[config.mk]
export PLATFORM = sky130hd
export DESIGN_NAME = adc_ctrl_unit
export DESIGN_NICKNAME = d
export VERILOG_FILES = /design/src/rtl/adc_ctrl_pkg.sv /design/src/rtl/adc_clk_div.sv /design/src/rtl/adc_stab_timer.sv /design/src/rtl/adc_sar_seq.sv /design/src/rtl/adc_csr.sv /design/src/rtl/adc_ctrl_unit.sv
export SDC_FILE = /design/constraint.sdc
export NUM_CORES = 1
export LEC_CHECK = 0
export CORE_ASPECT_RATIO = 0.9
export CORE_MARGIN = 2
export CORE_UTILIZATION = 44
export CTS_CLUSTER_SIZE = 12
export DETAILED_ROUTE_END_ITERATION = 10
export DONT_BUFFER_PORTS = 1
export SLEW_MARGIN = 20
export SYNTH_ARGS = -nofsm -noshare
export SYNTH_HDL_FRONTEND = slang
export SYNTH_SLANG_ARGS = --single-unit
export TNS_END_PERCENT = 50
[constraint.sdc]
create_clock -name clk -period 1.95 [get_ports clk]
set_input_delay 0.39 -clock clk [delete_from_list [all_inputs] [get_ports clk]]
set_output_delay 0.39 -clock clk [all_outputs]
set_load 0.02 [all_outputs]
[src/rtl/adc_ctrl_pkg.sv]
package adc_ctrl_pkg;
  localparam int RES_W   = 10;
  localparam int IDX_W   = $clog2(RES_W);
  localparam int CH_W    = 4;
  localparam int ADDR_W  = 2;
  localparam int B_FLAG  = 7;
  localparam int B_SPEED = 6;
  localparam int B_ON    = 5;

  localparam logic [ADDR_W-1:0] A_CTRL = 2'd0;
  localparam logic [ADDR_W-1:0] A_HI   = 2'd1;
  localparam logic [ADDR_W-1:0] A_LO   = 2'd2;

  typedef enum logic [1:0] {SAR_IDLE, SAR_SAMPLE, SAR_CONV} sar_state_e;

  function automatic logic [RES_W-1:0] trial_mask(input logic [IDX_W-1:0] i);
    return RES_W'(1) << i;
  endfunction

  function automatic logic [7:0] res_hi(input logic [RES_W-1:0] r);
    return r[RES_W-1:RES_W-8];
  endfunction

  function automatic logic [7:0] res_lo(input logic [RES_W-1:0] r);
    return {6'b0, r[1:0]};
  endfunction
endpackage

[src/rtl/adc_clk_div.sv]
module adc_clk_div #(
  parameter int DIV_SLOW = 4,
  parameter int DIV_FAST = 2
) (
  input  logic clk,
  input  logic rst_n,
  input  logic speed,
  output logic tick
);
  localparam int CNT_W = $clog2(DIV_SLOW + 1);

  logic [CNT_W-1:0] cnt;
  logic [CNT_W-1:0] limit;

  assign limit = speed ? CNT_W'(DIV_FAST - 1) : CNT_W'(DIV_SLOW - 1);
  assign tick  = (cnt >= limit);

  always_ff @(posedge clk or negedge rst_n) begin
    if (!rst_n)    cnt <= '0;
    else if (tick) cnt <= '0;
    else           cnt <= cnt + 1'b1;
  end

  // both divide ratios are at least two, so ticks never come back to back
  a_r4_tick_spacing: assert property (@(posedge clk) disable iff (!rst_n)
    tick |=> !tick);
endmodule

[src/rtl/adc_stab_timer.sv]
module adc_stab_timer #(
  parameter int STAB_TICKS = 8
) (
  input  logic clk,
  input  logic rst_n,
  input  logic halt,
  input  logic tick,
  output logic stable
);
  localparam int CW = $clog2(STAB_TICKS + 1);

  logic [CW-1:0] remain;

  always_ff @(posedge clk or negedge rst_n) begin
    if (!rst_n)                      remain <= '0;
    else if (halt)                   remain <= CW'(STAB_TICKS);
    else if (tick && remain != '0)   remain <= remain - 1'b1;
  end

  assign stable = !halt && (remain == '0);

  // leaving halt never reports a settled converter at once
  a_r10_low_after_wake: assert property (@(posedge clk) disable iff (!rst_n)
    $fell(halt) |-> !stable);
  // the settled status only appears after a conversion-clock period
  a_r10_rise_on_tick: assert property (@(posedge clk) disable iff (!rst_n)
    $rose(stable) |-> $past(tick));
endmodule

[src/rtl/adc_sar_seq.sv]
module adc_sar_seq
  import adc_ctrl_pkg::*;
(
  input  logic             clk,
  input  logic             rst_n,
  input  logic             tick,
  input  logic             enable,
  input  logic             restart,
  input  logic             cmp_in,
  output logic [RES_W-1:0] dac_code,
  output logic             sample_en,
  output logic             done,
  output logic [RES_W-1:0] result
);
  localparam logic [IDX_W-1:0] TOP = IDX_W'(RES_W - 1);

  sar_state_e       st;
  logic [IDX_W-1:0] idx;
  logic [RES_W-1:0] approx;
  logic [RES_W-1:0] mask;
  logic [RES_W-1:0] keep;
  logic             last;

  assign mask      = trial_mask(idx);
  assign keep      = cmp_in ? (approx | mask) : approx;
  assign last      = (idx == '0);
  assign dac_code  = (st == SAR_CONV) ? (approx | mask) : '0;
  assign sample_en = (st == SAR_SAMPLE);
  assign result    = keep;
  assign done      = tick && enable && !restart && (st == SAR_CONV) && last;

  always_ff @(posedge clk or negedge rst_n) begin
    if (!rst_n) begin
      st     <= SAR_IDLE;
      idx    <= TOP;
      approx <= '0;
    end else if (!enable || restart) begin
      st     <= SAR_IDLE;
      idx    <= TOP;
      approx <= '0;
    end else if (tick) begin
      unique case (st)
        SAR_IDLE:   st <= SAR_SAMPLE;
        SAR_SAMPLE: begin
          st     <= SAR_CONV;
          idx    <= TOP;
          approx <= '0;
        end
        SAR_CONV: begin
          if (last) begin
            st     <= SAR_SAMPLE;
            approx <= '0;
          end else begin
            approx <= keep;
            idx    <= idx - 1'b1;
          end
        end
        default: st <= SAR_IDLE;
      endcase
    end
  end

  // the trial phase is always entered from the sample phase
  a_r5_sample_first: assert property (@(posedge clk) disable iff (!rst_n)
    (st == SAR_CONV && $past(st) != SAR_CONV) |-> $past(st) == SAR_SAMPLE);
  // the sequence only advances on a conversion-clock period
  a_r4_move_on_tick: assert property (@(posedge clk) disable iff (!rst_n)
    (!tick && enable && !restart) |=> $stable(st));
  // a channel change sends the sequence back to idle
  a_r8_restart_idle: assert property (@(posedge clk) disable iff (!rst_n)
    restart |=> st == SAR_IDLE);
  // with the converter off the sequence parks in idle
  a_r9_off_idle: assert property (@(posedge clk) disable iff (!rst_n)
    !enable |=> st == SAR_IDLE);
endmodule

[src/rtl/adc_csr.sv]
module adc_csr
  import adc_ctrl_pkg::*;
(
  input  logic              clk,
  input  logic              rst_n,
  input  logic              wr_en,
  input  logic              rd_en,
  input  logic [ADDR_W-1:0] addr,
  input  logic [7:0]        wdata,
  output logic [7:0]        rdata,
  input  logic              done,
  input  logic [RES_W-1:0]  result,
  output logic              speed,
  output logic              adon,
  output logic [CH_W-1:0]   chan,
  output logic              chan_restart
);
  logic             eoc;
  logic [RES_W-1:0] res_q;
  logic             ctrl_wr;
  logic             hi_rd;
  logic             unused_wbits;

  assign ctrl_wr      = wr_en && (addr == A_CTRL);
  assign hi_rd        = rd_en && (addr == A_HI);
  assign chan_restart = ctrl_wr && (wdata[CH_W-1:0] != chan);
  assign unused_wbits = ^{wdata[B_FLAG], wdata[4]};

  always_ff @(posedge clk or negedge rst_n) begin
    if (!rst_n) begin
      speed <= 1'b0;
      adon  <= 1'b0;
      chan  <= '0;
    end else if (ctrl_wr) begin
      speed <= wdata[B_SPEED];
      adon  <= wdata[B_ON];
      chan  <= wdata[CH_W-1:0];
    end
  end

  always_ff @(posedge clk or negedge rst_n) begin
    if (!rst_n)    res_q <= '0;
    else if (done) res_q <= result;
  end

  always_ff @(posedge clk or negedge rst_n) begin
    if (!rst_n)                  eoc <= 1'b0;
    else if (done)               eoc <= 1'b1;
    else if (ctrl_wr || hi_rd)   eoc <= 1'b0;
  end

  always_comb begin
    unique case (addr)
      A_CTRL:  rdata = {eoc, speed, adon, 1'b0, chan};
      A_HI:    rdata = res_hi(res_q);
      A_LO:    rdata = res_lo(res_q);
      default: rdata = 8'h00;
    endcase
  end

  // the flag is only raised by a completion
  a_r3_flag_from_done: assert property (@(posedge clk) disable iff (!rst_n)
    $rose(eoc) |-> $past(done));
  // a control write or high-byte read clears the flag
  a_r3_flag_clear: assert property (@(posedge clk) disable iff (!rst_n)
    ((ctrl_wr || hi_rd) && !done) |=> !eoc);
  // the result bytes hold between completions
  a_r6_result_hold: assert property (@(posedge clk) disable iff (!rst_n)
    !done |=> $stable(res_q));
endmodule

[src/rtl/adc_ctrl_unit.sv]
module adc_ctrl_unit
  import adc_ctrl_pkg::*;
#(
  parameter int DIV_SLOW   = 4,
  parameter int DIV_FAST   = 2,
  parameter int STAB_TICKS = 8
) (
  input  logic        clk,
  input  logic        rst_n,
  input  logic        bus_wr,
  input  logic        bus_rd,
  input  logic [1:0]  bus_addr,
  input  logic [7:0]  bus_wdata,
  output logic [7:0]  bus_rdata,
  input  logic        halt_req,
  input  logic        cmp_in,
  output logic [9:0]  dac_code,
  output logic [3:0]  adc_chan,
  output logic        sample_en,
  output logic        adc_pwr,
  output logic        stable
);
  logic             speed;
  logic             adon;
  logic             tick;
  logic             chan_restart;
  logic             conv_done;
  logic             run_ok;
  logic [RES_W-1:0] conv_result;

  adc_csr u_csr (
    .clk          (clk),
    .rst_n        (rst_n),
    .wr_en        (bus_wr),
    .rd_en        (bus_rd),
    .addr         (bus_addr),
    .wdata        (bus_wdata),
    .rdata        (bus_rdata),
    .done         (conv_done),
    .result       (conv_result),
    .speed        (speed),
    .adon         (adon),
    .chan         (adc_chan),
    .chan_restart (chan_restart)
  );

  adc_clk_div #(.DIV_SLOW(DIV_SLOW), .DIV_FAST(DIV_FAST)) u_div (
    .clk   (clk),
    .rst_n (rst_n),
    .speed (speed),
    .tick  (tick)
  );

  adc_stab_timer #(.STAB_TICKS(STAB_TICKS)) u_stab (
    .clk    (clk),
    .rst_n  (rst_n),
    .halt   (halt_req),
    .tick   (tick),
    .stable (stable)
  );

  assign run_ok  = adon && stable;
  assign adc_pwr = adon && !halt_req;

  adc_sar_seq u_seq (
    .clk       (clk),
    .rst_n     (rst_n),
    .tick      (tick),
    .enable    (run_ok),
    .restart   (chan_restart),
    .cmp_in    (cmp_in),
    .dac_code  (dac_code),
    .sample_en (sample_en),
    .done      (conv_done),
    .result    (conv_result)
  );

  // no sampling while the converter is halted or settling
  a_r10_no_sample_unsettled: assert property (@(posedge clk) disable iff (!rst_n)
    sample_en |-> stable);
  // a powered-down converter never completes
  a_r9_no_done_unpowered: assert property (@(posedge clk) disable iff (!rst_n)
    conv_done |-> adc_pwr);
endmodule

# Yosys cells after proc, flatten, opt, wreduce, memory -nomap -nowiden
# Index checks and enable logic that the tools add are counted.
# word_totals
ff_bits,40
latchBits,0
ram_bits,0
romBits,0
in_bits,16
output_inout_bits,25
wordCells,72
memories,0
# op_classes
addsub,3
n_mul,0
div_mod_pow,0
n_lt_le_gt_ge,1
eq_ne,7
shifts,1
n_mux,21
n_bitwise,1
n_reduce_logical,28
# op_table
op,count
10-bit two-way mux,5
8-bit case mux with 3 select lines,1
4-bit two-way mux,5
10-bit case mux with 2 select lines,1
1-bit logical AND,11
10-bit OR,1
"1-bit by 4-bit left shift with 10-bit output, first input constant",1
4-bit zero test,2
2-bit two-way mux,4
4-bit case mux with 2 select lines,1
"4-bit by 1-bit subtractor with 4-bit output, second input constant",2
2-bit case mux with 3 select lines,1
2-bit nonzero test,3
"2-bit by 1-bit equality test with 1-bit output, second input constant",2
"2-bit equality test, second input constant",2
2-bit zero test,2
4-bit inequality test,1
2-bit AND reduction,2
4-bit nonzero test,1
"3-bit by 1-bit adder with 3-bit output, second input constant",1
3-bit greater-or-equal comparator,1
1-bit zero test,3
3-bit two-way mux,1
"3-bit by 2-bit inequality test with 1-bit output, second input constant",1
other kinds (5),7

# Logic depth before layout (Yosys ltp)
# Gate-level depths: netlist of run 1.
# logic_depth
ltp_word,8
mapped_depth,7
ltp_nobuf,6

# Modules after synthesis
# From an unflattened synthesis of run 1, not the netlist that was laid out.
# unflattened
hier_cells,229
area_unflattened_um2,2416.1
# by_module_without_submodules
module,n_inst,cells_each,area_each_um2
adc_sar_seq,1,129,1194.9
adc_csr,1,64,829.5
adc_stab_timer,1,24,237.7
adc_clk_div,1,10,133.9
adc_ctrl_unit,1,2,20.0

# Worst setup path after synthesis of run 1
# Ideal clock, no wire load.
# synth_timing
kind,register to register
from,register u_seq.idx[0]
to,register u_seq.idx[2]
setup_ps,77
t_arrival_ps,1917
required_time_ps,1873
setup_slack_ps,-44
stages_incl_launch_ff,7
n_path_buf,0
synth_period_minus_slack_ps,1994
path_cell_list,dfstp_2 inv_1 ha_1 nor3b_1 or3_4 or3b_1 a21oi_2
# synth_via
elab_chain_len,5
elab_cells_between_ends,8
# synth_rtl
item,line,source
start: declaration,adc_sar_seq.sv:18,logic [IDX_W-1:0] idx;
start signal: assignment,adc_sar_seq.sv:55,idx <= idx - 1'b1;
4-bit by 1-bit subtractor with 4-bit output,adc_sar_seq.sv:55,
4-bit two-way mux,adc_sar_seq.sv:50,if (last) begin
4-bit case mux with 2 select lines,adc_sar_seq.sv:42,unique case (st)
4-bit two-way mux,adc_sar_seq.sv:41,end else if (tick) begin
4-bit two-way mux,adc_sar_seq.sv:37,end else if (!enable || restart) begin
# Several ways; a longest one is shown, not always the timed one. The select of a mux whose other input is x is not followed.
# A chain may end at the register's enable or synchronous reset.

# Worst setup path after layout of run 1
# layout_timing
from,register u_seq.idx[0]
to,output port dac_code[8]
# layout_via
elab_chain_len,3
# layout_rtl
item,line,source
1-bit by 4-bit left shift with 10-bit output,adc_ctrl_pkg.sv:17,return RES_W'(1) << i;
10-bit OR,adc_sar_seq.sv:27,assign dac_code = (st == SAR_CONV) ? (approx | mask) : '0;
10-bit two-way mux,adc_sar_seq.sv:27,
end: declaration,adc_ctrl_unit.sv:17,"output logic [9:0] dac_code,"
# No other way between the ends.

==> metrics, run 1 <==
Via density=5.31; worst-margin pin slew=roughly 0.46 ns; Syn Inst Count=224; first-pass GRT wire length=around 8200 µm; Detail Route Antenna Nets=0; pre-CTS worst setup slack=0.0405 ns; critical path's top delay family=flip-flops; DP HPWL=3470 µm; Final Cycle Share=1.06; Max rail drop VDD=0.000449 V; P_leak=1.30 nW; H-tree depth=2; Initial Utilization=0.459; Syn Std Cell Area=0.00223 mm²; Slew headroom=0.690; antenna fix cells=0; share of cells above drive strength 1=0.336; unrepaired setup endpoints after global routing=yes; Final WS setup=-0.113 ns; Top FF cell, synth=dfrtp_1; setup violators final=16; async set-or-reset flop fraction in the synthesized netlist=1.00; Die Y-Extent=71.6 µm; met1 wire length=2470 µm; Fmax=485 MHz; crit path cell chain=inv_2, ha_4, buf_4, and2b_2, a21oi_4, nor2_4; die area=0.00566 mm²; Die Wd=79.1 µm; Avg Synthesized Cell Area=between 9 and 10 µm²; DR WL/cell=15.5 µm; Detailed Routing Iterations Pass 1=4; clk buf depth=2; status=finished, violations left; Overall Global Routing Usage=0.186; total of max-cap violations=0; routed wl met2=around 2400 µm; TritonCTS Buffers=5; Rows=24; CTS tree=yes; Net Count, Synth=approximately 250; failing checks=setup timing; mux contribution to synthesized area=0.106; CP max FO=6; top layer in use=met4; Post-Synth Adder-Cell Area=0.0448; nets=294; Clock Skew=0.00661 ns; # IOs=41; crit start category=flop; via count=1784; Min-Delay Path Class=input port to flop; EDFF count, synth=0; Synth Area in Compound Gates=0.136; Clock Latency Late Sink=about 0.29 ns; Seq/Total Area, Yosys=0.449; Power Density=839 mW/mm²; Final Hold Viols=0; xor and xnor area share after synthesis=0.0353; Critical Path Sink Type=output pin; fin util=0.594; count of cell types in the netlist=49; CP max stage cell=dfstp_2; Routability Congestion=0.805; Total Power=2.42 mW; vias in the first global route=1748; CP required=1.56 ns; Crit path largest cell delay=0.56 ns; area share of the largest cell type after synthesis=0.426; WP buf/inv=2; total gr overflow=0; top post-synthesis cells by count=dfrtp_1, nor2_1, a21oi_1; pin count of the biggest net entering global routing=41; Area contributors post-synth=dfrtp_1, mux2i_1, nor2_1; placed insts=315; most frequent cell after synthesis=dfrtp_1; Core ar.=0.00486 mm²; Seq cells post-synth=40; leading area contributor after synthesis=dfrtp_1; Worst EP arrival=around 1.7 ns; clock transition at the registers of the reported paths=about 0.080 ns; initial antenna violation count=0; final worst path period need=2.06 ns; Filler Cell Count=422; Syn. warnings=0; WS Path Type=flop to output pin; drt total wl=5220 µm; final std cells w/o fill=336; residual DRC count=0; Final Max Tran Viols=0; DRT iter0 DRCs=123; number of port buffers=0; Hold Worst Slack=0.153 ns; # clock sinks=40; met3 routed WL=267 µm; Layout area overhead=29.3%; Root Buffer=clkbuf_8; largest family of logic cells by synthesized area=simple AND/OR/NAND/NOR gates; Synth Area in Simple Gates=0.172
cells by family (layout without fill, tap and decap cells):
group                    after synthesis  after routing
AO/OA/AOI/OAI                         48             48
AND/OR/NAND/NOR                       71             72
flip-flops                            40             40
adder cells (fa/ha/maj)                8              8
buffers and inverters                 25             71
multiplexers                          23             23
XOR/XNOR                               9              9
metrics by stage:
stage	cell area [µm²]	TNS [ns]
2_1_floorplan	2240	0
6_report	2890	-0.754
4_1_cts	2820	-0.542
3_5_place_dp	2510	0
5_1_grt	2890	-2.15
3_3_place_gp	2510	0
routing by layer:
metal	global-route usage	vias to the layer above
met2	0.288	53
met4	0.0575	0
met1	0.259	849
li1	-	875
met5	0	-
met3	0.0466	7
where the power goes:
group,internal (mW),switching [mW]
clock network,0.452,0.287
registers,0.917,0.0706
logic,0.323,0.375
total,1.69,0.732
timing repair:
item	4_1_cts	5_1_grt
hold endpoints to repair	40	0
buffers inserted	10	1
cloned	0	1
hold buffers	2	0
pin swaps	7	6
setup endpoints to repair	9	23
resized for setup	18	13
worst paths after layout:
kind,to,cells past startpoint,slack (ns),startpoint
min in group asynchronous,u_stab.remain[3],2,0.56,rst_n
worst max-delay path,dac_code[8],6,-0.11,u_seq.idx[0]
max in group asynchronous,u_seq.idx[0],2,1.14,rst_n
worst min-delay path,u_stab.remain[2],1,0.15,halt_req
worst max register to register,u_csr.res_q[6],7,-0.07,u_seq.idx[1]
worst min register to register,u_div.cnt[0],1,0.47,u_div.cnt[2]
cell type report:
| cell class | count | area (µm²) | area share |
|---|---|---|---|
| multi-input cells | 160 | 1240 | 0.429 |
| flip-flops and latches | 40 | 1000 | 0.347 |
| repair buffers | 47 | 379 | 0.131 |
| clock buffers | 7 | 96.3 | 0.0334 |
| well taps | 65 | 81.3 | 0.0282 |
| inverters | 16 | 60.1 | 0.0208 |
| clock inverters | 1 | 30.0 | 0.0104 |
sequential cells by signal, indices dropped and copies added, names as in the netlist:
register and flops:
u_seq.st 2, u_csr.res_q 10, u_seq.idx 4, u_csr.eoc 1, u_stab.remain 4, u_csr.speed 1, u_csr.chan 4, u_seq.approx 10
u_div.cnt 3, u_csr.adon 1
layout by cell type, fill, tap and decap left out, types with 5 or more instances in the layout:
| cell type | instances |
|---|---|
| dfrtp_1 | 38 |
| a21oi_1 | 18 |
| inv_1 | 14 |
| mux2_2 | 6 |
| clkbuf_8 | 7 |
| buf_4 | 42 |
| a31oi_1 | 5 |
| xor2_1 | 8 |
| nor2_1 | 32 |
| mux2i_1 | 17 |
| and2_1 | 5 |
| a21oi_2 | 6 |
No activity file was read; power rests on OpenSTA's default activity.
==> run 2: changes to the inputs <==
Settings changed: CORE_UTILIZATION 44 to 35.
==> metrics, run 2 (same netlist as run 1, synthesis figures left out) <==
launching point of the worst reg2reg path=u_seq.idx[1]; DRT iter0 DRCs=60 (-51%); hold path depth=1 (unchanged); Core ar.=0.00615 mm² (+26%); most common cell after layout, fill and taps aside=buf_4; vias in the first global route=1754 (+0.34%); fin util=0.467 (-0.126); total gr overflow=0 (unchanged); first-pass GRT wire length=8290 µm (+1.3%); Max rail drop VDD=0.000308 V (-31%); die area=0.00704 mm² (+24%); DR WL/cell=14.1 µm (-9.0%); Final WS setup=-0.0524 ns (+0.0610 ns); Slew headroom=0.679 (-0.0109); via count=1759 (-1.4%); Reg power frac=0.419 (+0.012); Detailed Routing Iterations Pass 1=4 (unchanged); Layout area overhead=28.7%; internal power=1.61 mW (-4.7%); drt total wl=5030 µm (-3.6%); number of port buffers=0 (unchanged); DP HPWL=3630 µm (+4.5%); NetSw=0.741 mW (+1.2%); CP required=1.56 ns (about the same); Critical Path Sink Type=output pin; worst-margin pin slew=0.476 ns (+0.0121 ns); residual DRC count=0 (unchanged); antenna fix cells=0 (unchanged); # IOs=41 (unchanged); Fmax=499 MHz (+3.0%); clk buf depth=2 (unchanged); Clock power frac=0.296 (-0.009); unrepaired setup endpoints after global routing=yes; most frequent cells in the layout=buf_4, dfrtp_1, nor2_1, mux2i_1, a21oi_1; worst hold endpoint=u_stab.remain[0]; nets=292 (-0.68%); final worst path period need=2.00 ns (-0.0610 ns); Total Power=2.35 mW (-2.9%); Worst EP arrival=1.61 ns (-0.06 ns); clock transition at the registers of the reported paths=0.08 ns (about the same); Die Wd=88.2 µm (+12%); Initial Utilization=0.363 (-0.0959); P_leak=1.27 nW (-2.2%); R2R cell count=6 (-1); # clock sinks=40 (unchanged); total of max-cap violations=0 (unchanged); pre-CTS worst setup slack=0.0282 ns (-0.0123 ns); Root Buffer=clkbuf_8; Via density=4.94 (-6.9%); Min-Delay Path Class=input port to flop; CTS tree=yes; Crit path largest cell delay=0.41 ns (-0.15 ns); Worst R2R Setup Slack=0.04 ns (+0.11 ns); TritonCTS Buffers=5 (unchanged); crit path cell chain=inv_2, ha_4, or3b_4, a21oi_4, buf_6; Detail Route Antenna Nets=0 (unchanged); Final Hold Viols=0 (unchanged); WS Path Type=flop to output pin; status=finished, violations left; pin count of the biggest net entering global routing=41 (unchanged); CP max FO=3 (-3); Rows=27 (+13%); worst reg2reg path endpoint=u_csr.res_q[8]; share of cells above drive strength 1=0.338 (+0.00250); Routability Congestion=0.882 (+9.6%); Clock Latency Late Sink=0.30 ns (about the same); Clock Skew=0.00971 ns (+0.00311 ns); Final Cycle Share=1.03 (-0.0313); Final Max Tran Viols=0 (unchanged); failing checks=setup timing; CP max stage cell=or3b_4; HP Start=halt_req; Die Y-Extent=79.8 µm (+11%); setup violators final=2 (-14); biggest registers after layout=u_csr.res_q (10), u_seq.approx (10); crit start category=flop; Power Density=819 mW/mm² (-2.5%); Switching Fraction=0.315 (+0.0128); Gate power share=0.285 (-0.003); H-tree depth=2 (unchanged); initial antenna violation count=0 (unchanged); Overall Global Routing Usage=0.153 (-0.0324)
## run 2: worst max-delay path: cells and delay by family, from the launching register on
| family | cells | cell delay [ns] |
|---|---|---|
| AND/OR/NAND/NOR | 1 | 0.41 |
| flip-flops | 1 | 0.40 |
| buffers and inverters | 2 | 0.21 |
| adder cells (fa/ha/maj) | 1 | 0.14 |
| AO/OA/AOI/OAI | 1 | 0.15 |
## run 2: metrics by stage
stage	area, µm²	std cells	hold WS, ns	setup TNS [ns]
floorplan	2240	224	0.0944	0
global placement	2530	336	0.0961	0
detailed placement	2530	336	0.0963	0
CTS	2790	351	0.138	-0.292
global route	2870	356	0.136	-1.12
finish	2870	356	0.147	-0.0994
## run 2: layer usage
metal  vias up  share of wire  global-route usage
li1        865              -                   -
met1       838           0.47               0.206
met2        48           0.45               0.232
met3         8          0.062              0.0424
met4         0          0.014              0.0636
met5         -              0                   0
## run 2: how the worst max path moves through the flow
stage / from / to / slack [ns] / cells past startpoint
finish: u_seq.idx[1] / dac_code[0] / -0.05 / 5
global route: u_seq.idx[1] / dac_code[0] / -0.13 / 5
CTS: u_seq.idx[0] / dac_code[9] / -0.09 / 7
detailed placement: u_seq.idx[1] / u_csr.res_q[2] / 0.03 / 6
global placement: u_seq.idx[0] / u_seq.idx[2] / 0.06 / 6
floorplan: u_seq.idx[1] / u_csr.res_q[8] / 0.007 / 7
## run 2: timing repair
item | in CTS | in global routing
endpoints found under the setup margin | 9 | 22
hold endpoints to repair | 40 | 0
resized for setup | 16 | 14
setup buffers | 5 | 5
hold buffers | 2 | 0
pin swaps | 5 | 4
## run 2: layout make-up
class	instances	area (µm²)
tap	87	109
multi-input combinational	159	1210
fill	599	3270
sequential	40	1000
clock inverter	3	46.3
clock buffer	5	68.8
timing repair buffer	46	375
inverter	16	60.1
## run 2: power by group through the flow
stage,registers (mW),clock network (mW),logic [mW]
final,0.985,0.696,0.672
after global routing,1.00,0.755,0.752
after floorplan,1.02,0,0.424
after CTS,0.987,0.714,0.673
after global placement,0.998,0,0.611
after detailed placement,1.00,0,0.620
==> run 3: changes to the inputs <==
Settings changed: GPL_TIMING_DRIVEN set to 0.
==> metrics, run 3 (same netlist as run 1, synthesis figures left out) <==
worst-margin pin slew=0.683 ns (+0.208 ns); DP HPWL=3450 µm (-4.9%); via count=1705 (-3.1%); most frequent cells in the layout=dfrtp_1, nor2_1, mux2i_1, a21oi_1, buf_4; vias in the first global route=1651 (-5.9%); nets=270 (-7.5%); Power Density=786 mW/mm² (-4.0%); Clock Latency Late Sink=0.29 ns (about the same); clock transition at the registers of the reported paths=0.07 ns (about the same); crit start category=flop; launching point of the worst reg2reg path=u_seq.idx[0]; Worst EP arrival=1.61 ns (about the same); Die Y-Extent=79.8 µm (unchanged); Max rail drop VDD=0.000239 V (-22%); Final Hold Viols=0 (unchanged); Final WS setup=-0.0483 ns (+0.00413 ns); WS Path Type=flop to output pin; CTS tree=yes; Total Power=2.20 mW (-6.4%); Die Wd=88.2 µm (unchanged); Worst R2R Setup Slack=-0.01 ns (-0.05 ns); antenna fix cells=0 (unchanged); initial antenna violation count=0 (unchanged); Fmax=500 MHz (+0.21%); most common cell after layout, fill and taps aside=dfrtp_1; total gr overflow=0 (unchanged); CP max FO=5 (+2); Min-Delay Path Class=input port to flop; Rows=27 (unchanged); failing checks=setup timing; clk buf depth=2 (unchanged); H-tree depth=2 (unchanged); number of port buffers=0 (unchanged); Final Cycle Share=1.02 (-0.00212); CP startpoint=u_seq.idx[0]; Slew headroom=0.540 (-0.140); HP Start=halt_req; Routability Congestion=0.785 (-11%); Initial Utilization=0.363 (unchanged); first-pass GRT wire length=7950 µm (-4.2%); Detailed Routing Iterations Pass 1=4 (unchanged); pin count of the biggest net entering global routing=41 (unchanged); final worst path period need=2.00 ns (-0.00413 ns); unrepaired setup endpoints after global routing=yes; status=finished, violations left; die area=0.00704 mm² (unchanged); residual DRC count=0 (unchanged); placement-stage cell area=0.00234 mm² (-7.5%); Layout area overhead=25.4%; fin util=0.456 (-0.0118); drt total wl=5070 µm (+0.77%); Overall Global Routing Usage=0.147 (-0.00639); # clock sinks=40 (unchanged); total of max-cap violations=0 (unchanged); Critical Path Sink Type=output pin; TritonCTS Buffers=5 (unchanged); Detail Route Antenna Nets=0 (unchanged); P_leak=1.16 nW (-8.2%); biggest registers after layout=u_csr.res_q (10), u_seq.approx (10); Root Buffer=clkbuf_8; Core ar.=0.00615 mm² (unchanged); Clock Skew=0.00267 ns (-0.00704 ns); share of cells above drive strength 1=0.313 (-0.0253); # IOs=41 (unchanged); setup violators final=4 (+2); DRT iter0 DRCs=63 (+5.0%); Via density=5.12 (+3.6%); cell area after layout=0.00280 mm² (-2.5%); DR WL/cell=15.2 µm (+7.7%); CP required=1.56 ns (about the same); Final Max Tran Viols=0 (unchanged)
run 3: changes by cell type in the layout (fill, tap and decap cells not counted), sizes merged:
cell,change
buf,-25
clkbuf,+4
bufinv,-1
clkinv,+1
clkinvlp,-1
inv,-1
run 3: power breakdown:
| part | internal [mW] | total, mW | switching (mW) | leakage, nW |
|---|---|---|---|---|
| Clock | 0.243 | 0.517 | 0.274 | 0.0410 |
| Sequential | 0.917 | 1.03 | 0.116 | 0.476 |
| Combinational | 0.283 | 0.652 | 0.369 | 0.645 |
| Total | 1.44 | 2.20 | 0.758 | 1.16 |
run 3: per-stage QoR:
stage,setup slack [ns],hold WS [ns],TNS [ns],std cells
floorplan,0.00697,0.0944,0,224
global placement,-0.168,0.0962,-3.23,311
detailed placement,-0.181,0.0959,-3.39,311
CTS,-0.104,0.153,-0.656,328
global route,-0.130,0.139,-1.23,333
finish,-0.0483,0.158,-0.0878,333
run 3: path summary, 6_finish.rpt:
kind | to | cells after the start
min | u_stab.remain[2] | 1
min reg2reg | u_csr.eoc | 1
max in group asynchronous | u_seq.idx[0] | 2
max | dac_code[4] | 5
max reg2reg | u_seq.idx[2] | 6
min in group asynchronous | u_csr.chan[0] | 2
run 3: metal layers:
| layer | global-route usage | vias to the layer above | wire (µm) |
|---|---|---|---|
| met2 | 0.236 | 47 | 2340 |
| met1 | 0.191 | 835 | 2350 |
| met4 | 0.0364 | 0 | 59 |
| met3 | 0.0486 | 9 | 320 |
| met5 | 0 | - | 0 |
| li1 | - | 814 | - |
run 3: what timing repair did:
| action | in CTS | in global routing |
|---|---|---|
| setup endpoints to repair | 36 | 35 |
| pin swaps | 6 | 10 |
| cloned | 0 | 1 |
| buffers inserted | 8 | 5 |
| hold buffers | 2 | 0 |
| resized for setup | 17 | 42 |
| endpoints found under the hold margin | 40 | 0 |
run 3: final cells by class:
type,count,area (µm²)
well taps,87,109
multi-input cells,159,1330
clock inverters,1,5.00
repair buffers,16,153
fillers,581,3350
plain buffers,8,67.6
clock buffers,6,72.6
inverters,16,62.6
flip-flops and latches,40,1000
run 3: worst max-delay path: stages (launching register included):
cell	delay (ns)
dfstp_2	0.61
inv_4	0.06
ha_4	0.17
buf_4	0.14
a21oi_1	0.24
nor2_4	0.09
